### src/rtl/interp2_pkg.sv
package interp2_pkg;

    localparam int DATA_W    = 32;
    localparam int SH_W      = $clog2(DATA_W);
    localparam int ADDR_W    = 4;
    localparam int ADD_W     = 24;
    localparam int HALF_W    = DATA_W / 2;
    localparam int FORCE_POS = 28;
    localparam int OVF0_POS  = 23;
    localparam int OVF1_POS  = 24;
    localparam int OVFA_POS  = 25;

    // Field order fixes the bit positions software programs.
    typedef struct packed {
        logic [1:0]      force_hi;
        logic            raw_add;
        logic            xres;
        logic            xin;
        logic            sext;
        logic [SH_W-1:0] top;
        logic [SH_W-1:0] bot;
        logic [SH_W-1:0] shamt;
    } lane_cfg_t;

    localparam int CFG_W = $bits(lane_cfg_t);

    typedef enum logic [ADDR_W-1:0] {
        A_ACC0   = 4'd0,
        A_ACC1   = 4'd1,
        A_BASE0  = 4'd2,
        A_BASE1  = 4'd3,
        A_BASE2  = 4'd4,
        A_POP0   = 4'd5,
        A_POP1   = 4'd6,
        A_POP2   = 4'd7,
        A_PEEK0  = 4'd8,
        A_PEEK1  = 4'd9,
        A_PEEK2  = 4'd10,
        A_CFG0   = 4'd11,
        A_CFG1   = 4'd12,
        A_ADD0   = 4'd13,
        A_ADD1   = 4'd14,
        A_BASE01 = 4'd15
    } reg_sel_e;

    typedef struct packed {
        logic       acc_wr;
        logic       add_wr;
        logic       base_wr;
        logic       cfg_wr;
        logic       split_wr;
        logic       pop;
        logic [1:0] sel;
    } bus_cmd_t;

    function automatic bus_cmd_t decode_req(input logic v, input logic w,
                                            input logic [ADDR_W-1:0] a);
        bus_cmd_t c;
        c = '0;
        if (v && w) begin
            unique case (reg_sel_e'(a))
                A_ACC0:   begin c.acc_wr  = 1'b1; c.sel = 2'd0; end
                A_ACC1:   begin c.acc_wr  = 1'b1; c.sel = 2'd1; end
                A_BASE0:  begin c.base_wr = 1'b1; c.sel = 2'd0; end
                A_BASE1:  begin c.base_wr = 1'b1; c.sel = 2'd1; end
                A_BASE2:  begin c.base_wr = 1'b1; c.sel = 2'd2; end
                A_CFG0:   begin c.cfg_wr  = 1'b1; c.sel = 2'd0; end
                A_CFG1:   begin c.cfg_wr  = 1'b1; c.sel = 2'd1; end
                A_ADD0:   begin c.add_wr  = 1'b1; c.sel = 2'd0; end
                A_ADD1:   begin c.add_wr  = 1'b1; c.sel = 2'd1; end
                A_BASE01: c.split_wr = 1'b1;
                default:  c = '0;
            endcase
        end else if (v) begin
            c.pop = (reg_sel_e'(a) == A_POP0) || (reg_sel_e'(a) == A_POP1) ||
                    (reg_sel_e'(a) == A_POP2);
        end
        return c;
    endfunction

    // Bits lo..hi inclusive; empty when lo > hi.
    function automatic logic [DATA_W-1:0] span_mask(input logic [SH_W-1:0] lo,
                                                    input logic [SH_W-1:0] hi);
        logic [DATA_W-1:0] m;
        for (int i = 0; i < DATA_W; i++)
            m[i] = (i >= int'(lo)) && (i <= int'(hi));
        return m;
    endfunction

    // Bits strictly above hi.
    function automatic logic [DATA_W-1:0] above_mask(input logic [SH_W-1:0] hi);
        logic [DATA_W-1:0] m;
        for (int i = 0; i < DATA_W; i++)
            m[i] = (i > int'(hi));
        return m;
    endfunction

endpackage

### src/rtl/interp2_lane.sv
module interp2_lane
    import interp2_pkg::*;
#(
    parameter int DW     = DATA_W,
    parameter bit RAW_OK = 1'b0
) (
    input  lane_cfg_t       cfg,
    input  logic [DW-1:0]   acc_own,
    input  logic [DW-1:0]   acc_opp,
    input  logic [DW-1:0]   base,
    output logic [DW-1:0]   contrib,
    output logic [DW-1:0]   result,
    output logic            ovf
);

    logic [DW-1:0] src;
    logic [DW-1:0] shifted;
    logic [DW-1:0] picked;
    logic [DW-1:0] high;
    logic          raw_sel;

    // Only the lane built with RAW_OK honours the raw-add bit.
    if (RAW_OK) begin : g_raw
        assign raw_sel = cfg.raw_add;
    end else begin : g_noraw
        assign raw_sel = 1'b0 & cfg.raw_add;
    end

    always_comb begin
        src     = cfg.xin ? acc_opp : acc_own;
        shifted = src >> cfg.shamt;
        high    = above_mask(cfg.top);
        picked  = shifted & span_mask(cfg.bot, cfg.top);
        if (cfg.sext && picked[cfg.top])
            picked = picked | high;
        contrib = raw_sel ? src : picked;
        result  = base + contrib;
        ovf     = |(shifted & high);
    end

endmodule

### src/rtl/interp2_regs.sv
module interp2_regs
    import interp2_pkg::*;
#(
    parameter int DW = DATA_W
) (
    input  logic                 clk,
    input  logic                 rst,
    input  bus_cmd_t             cmd,
    input  logic [DW-1:0]        wdata,
    input  logic [1:0][DW-1:0]   lane_res,
    output logic [1:0][DW-1:0]   acc,
    output logic [2:0][DW-1:0]   base,
    output lane_cfg_t [1:0]      cfg
);

    always_ff @(posedge clk) begin
        if (rst) begin
            acc  <= '0;
            base <= '0;
            cfg  <= '0;
        end else begin
            for (int k = 0; k < 2; k++) begin
                if (cmd.acc_wr && (cmd.sel == 2'(k)))
                    acc[k] <= wdata;
                if (cmd.add_wr && (cmd.sel == 2'(k)))
                    acc[k] <= acc[k] + DW'(wdata[ADD_W-1:0]);
                if (cmd.pop)
                    acc[k] <= cfg[k].xres ? lane_res[1-k] : lane_res[k];
                if (cmd.cfg_wr && (cmd.sel == 2'(k)))
                    cfg[k] <= lane_cfg_t'(wdata[CFG_W-1:0]);
            end
            for (int b = 0; b < 3; b++) begin
                if (cmd.base_wr && (cmd.sel == 2'(b)))
                    base[b] <= wdata;
            end
            if (cmd.split_wr) begin
                base[0] <= DW'(wdata[HALF_W-1:0]);
                base[1] <= DW'(wdata[DW-1:HALF_W]);
            end
        end
    end

endmodule

### src/rtl/interp2_top.sv
module interp2_top
    import interp2_pkg::*;
#(
    parameter int DW = DATA_W,
    parameter int AW = ADDR_W
) (
    input  logic          clk,
    input  logic          rst,
    input  logic          req_valid,
    input  logic          req_write,
    input  logic [AW-1:0] req_addr,
    input  logic [DW-1:0] req_wdata,
    output logic          rsp_valid,
    output logic [DW-1:0] rsp_rdata
);

    bus_cmd_t              cmd;
    logic [1:0][DW-1:0]    acc;
    logic [2:0][DW-1:0]    base;
    lane_cfg_t [1:0]       cfg;
    logic [1:0][DW-1:0]    contrib;
    logic [1:0][DW-1:0]    lane_res;
    logic [1:0][DW-1:0]    shown;
    logic [1:0]            ovf;
    logic [DW-1:0]         third;
    logic [DW-1:0]         status;
    logic [DW-1:0]         rd_mux;

    assign cmd = decode_req(req_valid, req_write, req_addr);

    interp2_regs #(.DW(DW)) u_regs (
        .clk      (clk),
        .rst      (rst),
        .cmd      (cmd),
        .wdata    (req_wdata),
        .lane_res (lane_res),
        .acc      (acc),
        .base     (base),
        .cfg      (cfg)
    );

    for (genvar k = 0; k < 2; k++) begin : g_lane
        interp2_lane #(.DW(DW), .RAW_OK(k == 0)) u_lane (
            .cfg     (cfg[k]),
            .acc_own (acc[k]),
            .acc_opp (acc[1-k]),
            .base    (base[k]),
            .contrib (contrib[k]),
            .result  (lane_res[k]),
            .ovf     (ovf[k])
        );
        assign shown[k] = lane_res[k] | (DW'(cfg[k].force_hi) << FORCE_POS);
    end

    assign third = base[2] + contrib[0] + contrib[1];

    always_comb begin
        status           = '0;
        status[OVF0_POS] = ovf[0];
        status[OVF1_POS] = ovf[1];
        status[OVFA_POS] = |ovf;
    end

    always_comb begin
        rd_mux = '0;
        unique case (reg_sel_e'(req_addr))
            A_ACC0, A_ADD0:   rd_mux = acc[0];
            A_ACC1, A_ADD1:   rd_mux = acc[1];
            A_BASE0:          rd_mux = base[0];
            A_BASE1:          rd_mux = base[1];
            A_BASE2:          rd_mux = base[2];
            A_POP0, A_PEEK0:  rd_mux = shown[0];
            A_POP1, A_PEEK1:  rd_mux = shown[1];
            A_POP2, A_PEEK2:  rd_mux = third;
            A_CFG0:           rd_mux = status | DW'(cfg[0]);
            A_CFG1:           rd_mux = status | DW'(cfg[1]);
            default:          rd_mux = '0;
        endcase
    end

    always_ff @(posedge clk) begin
        if (rst) begin
            rsp_valid <= 1'b0;
            rsp_rdata <= '0;
        end else begin
            rsp_valid <= req_valid && !req_write;
            if (req_valid && !req_write)
                rsp_rdata <= rd_mux;
        end
    end

endmodule

### config.mk
export PLATFORM = sky130hd
export DESIGN_NAME = interp2_top
export DESIGN_NICKNAME = d
export VERILOG_FILES = /design/src/rtl/interp2_pkg.sv /design/src/rtl/interp2_lane.sv /design/src/rtl/interp2_regs.sv /design/src/rtl/interp2_top.sv
export SDC_FILE = /design/constraint.sdc
export NUM_CORES = 2
export LEC_CHECK = 0
export ABC_CLOCK_PERIOD_IN_PS = 6900
export BUFFER_PORTS_ARGS = -buffer_cell sky130_fd_sc_hd__buf_2
export CAP_MARGIN = 20
export CORE_MARGIN = 1.5
export CORE_UTILIZATION = 25
export DETAILED_ROUTE_END_ITERATION = 10
export PLACE_DENSITY = 0.45
export SKIP_CTS_REPAIR_TIMING = 1
export SYNTH_ARGS = -nofsm -noshare
export SYNTH_HDL_FRONTEND = slang
export SYNTH_SLANG_ARGS = --single-unit
### constraint.sdc
create_clock -name clk -period 6.9 [get_ports clk]
set_input_delay 2.07 -clock clk [delete_from_list [all_inputs] [get_ports clk]]
set_output_delay 2.07 -clock clk [all_outputs]
set_load 0.005 [all_outputs]
==> flow_summary.json <==
{
  "status": "finished, violations left",
  "violations": "setup timing",
  "io_buffers": 72,
  "first_pass_iters": 9,
  "clock-root-buffer": "clkbuf_16",
  "post-dp-hpwl_um": 154800,
  "hold_class": "reg2reg",
  "async_reset_ff_share_pct": 0,
  "postRouteWirelength_um": 195800,
  "yosysMostFrequentCell": "nand2_1",
  "syn2layout_area_growth_pct": 41.26,
  "max_freq_mhz": 137.6,
  "seqCellArea_sq_um": 4741,
  "yosys-top-cells-count": "579 x nand2_1, 411 x a21oi_1, 287 x nor2_1",
  "cts_tree": "done",
  "powerDensity_nw_per_um2": 101.6,
  "netlist_instances": 3983,
  "tns_ns": -3.825,
  "grt_first_pass_wirelength_um": 271400,
  "clk_pin_slew_worst_paths_ns": 0.07,
  "post_drt_wl_per_cell_um": 30.72,
  "timing.rr.end": "rsp_rdata[31]",
  "min_to": "rsp_rdata[10]",
  "yosysTopAreaCell": "dfxtp_1",
  "p_leak_uw": 0.01735,
  "core-area_sq_um": 117800,
  "grt_use_total_pct": 31.01,
  "path_class": "reg2reg",
  "die_h_um": 347.4,
  "worstSkewPairLatency_ns": 0.65,
  "layout_setup_ws_ns": -0.3660,
  "gp_congestion": 1.027,
  "period_minus_slack_ns": 7.266,
  "overflow": 0,
  "finalCritPeriodShare_pct": 105.3,
  "synth_top_area_share_pct": 15.87,
  "maxCapViolations": 0,
  "cts_made_buffers": 31,
  "die_w_um": 347.4,
  "finalNetCount": 5023,
  "dpl_cell_area_sq_um": 38580,
  "crit_path_max_incr_delay_ns": 0.52,
  "multi_input_area_sq_um": 24560,
  "start_util_pct": 25.17,
  "io_pins": 73,
  "path_max_fanout": 7,
  "clock_sinks": 235,
  "mappedNetlistArea_sq_um": 29650,
  "reg2reg_slack_ns": -0.37,
  "clockBufferDepth": 3,
  "rsz0062_at_grt": "true",
  "ys.flop_type": "dfxtp_1",
  "drtAntennaViolNets": 0,
  "clock_skew_ns": 0.04224,
  "final_max_slew_viol_count": 0,
  "drt_iter0_drc": 5295,
  "synth_cell_types": 96,
  "max_slew_margin_pct": 25.54,
  "first_global_vias": 35340,
  "total_power_uw": 4255,
  "cp-start-kind": "flip-flop",
  "ir_drop_uv": 217.5,
  "htree_num_levels": 1,
  "grt_start_max_net_pins": 69,
  "reg2reg_from": "u_regs.cfg[37]",
  "place_ws_ns": -0.9344,
  "required_ns": 7.44,
  "synth_fp_nets": 4199,
  "final_core_util_pct": 35.56,
  "yosysWarningCount": 0,
  "synth-seq-cells": 235,
  "hold_viol": 0,
  "cp_slowest_cell": "mux4_2",
  "antenna_found_initial": 7,
  "hold_depth": 2,
  "setup_violations": 21,
  "ys_top_cells_by_area": "dfxtp_1 16%, mux4_2 9.6%, nand2_1 7.3%",
  "avgSynthCellArea_sq_um": 7.443,
  "seq_area_frac_synth_pct": 15.87,
  "synth_edf_count": 0,
  "worst_setup_path_end_kind": "flip-flop",
  "hold_start": "rsp_rdata[10]",
  "num_vias": 37850,
  "worstRegToRegCells": 31,
  "drc": 0,
  "worst_pin_slew_ns": 1.086,
  "arrival_ns": 7.80,
  "std_cell_rows": 126,
  "layout-drive-gt1-share_pct": 34.33,
  "fin_area_sq_um": 41880,
  "fill_cells": 12540,
  "die_area_sq_um": 120700,
  "viasPerCell": 5.940
}
report_power, final:
part | total [uW] | switching, uW | internal [uW]
Clock | 1830 | 756 | 1070
Combinational | 1010 | 628 | 382
Sequential | 1420 | 38.0 | 1380
cells by family after synthesis:
family	share of synthesized area, %
and+or+nand+nor	20.36
xor gates and xnor gates	3.836
DFF	15.87
AOI/OAI and AO/OA	29.44
adders and majority gates	8.339
buffers and inverters	6.761
muxes	15.40
metal layers:
| metal | track usage, % | up-vias | part of all wire (%) |
|---|---|---|---|
| met3 | 6.449 | 439 | 11 |
| met1 | 42.03 | 18560 | 41 |
| met2 | 46.63 | 2358 | 42 |
| met5 | 0 | - | 0.017 |
| li1 | - | 16480 | - |
| met4 | 14.90 | 6 | 6.2 |
registers in the layout, summed over array words and instances, names as in the netlist:
register / flops
u_regs.base: 96
rsp_valid: 1
u_regs.acc: 64
u_regs.cfg: 42
rsp_rdata: 32
critical path: cells and delay by family (launching register included):
| family | cells | cell delay [ns] |
|---|---|---|
| flip-flops | 1 | 0.41 |
| AO/OA/AOI/OAI | 15 | 3.03 |
| buffers and inverters | 5 | 0.65 |
| multiplexers | 4 | 1.36 |
| adder cells (fa/ha/maj) | 2 | 0.77 |
| AND/OR/NAND/NOR | 4 | 0.82 |
| XOR/XNOR | 1 | 0.13 |
worst max path at each step:
stage | to | slack, ns | from
final | rsp_rdata[31] | -0.37 | u_regs.cfg[37]
after global routing | rsp_rdata[19] | -0.53 | u_regs.cfg[37]
after CTS | rsp_rdata[31] | -1.04 | u_regs.cfg[2]
after detailed placement | u_regs.acc[60] | -0.93 | u_regs.cfg[2]
after global placement | u_regs.acc[59] | -0.94 | u_regs.cfg[37]
after floorplan | rsp_rdata[28] | 0.08 | u_regs.cfg[37]
stage by stage:
step	hold slack, ns	std cells
6_report	0.4640	6372
5_1_grt	0.4824	6371
4_1_cts	0.4640	6313
3_5_place_dp	0.4511	6255
3_3_place_gp	0.4456	6254
2_1_floorplan	0.4357	3983
placed cells by master, fill, tap and decap left out, types with 29 or more instances in the layout:
master     Yosys  final
clkbuf_16      0     34
mux4_2       127    127
o21a_1        35     30
and2_1        31     30
a222oi_1      47     47
a21oi_2        1     39
ha_1         140    130
mux2i_1      123    115
inv_1        147    145
buf_6          3     29
a21oi_1      411    367
a21o_1        65     65
o22ai_1       38     33
fa_1          36     35
nand3_1       89     88
a211oi_1      63     49
nor3_1        89     72
buf_2         22     71
dfxtp_1      235    218
and3_1        35     30
buf_12         0     30
o21ai_0      216    178
a31oi_1       38     33
a22oi_1       46     46
nor2b_1       44     43
nand2_1      579    577
mux2_2        40     38
nor2_1       287    277
xnor2_1       80     66
buf_4         15    995
o211ai_1      44     44
nand2b_1      57     56
xor2_1        48     41
area by class of cell:
type / count / area share [%]
multi-input combinational: 3246 / 58.64
timing repair buffer: 1136 / 21.41
sequential: 235 / 11.32
tap: 1536 / 4.589
clock buffer: 42 / 2.094
inverter: 157 / 1.413
clock inverter: 16 / 0.5139
antenna: 4 / 0.02390
No activity file was read; power rests on OpenSTA's default activity.
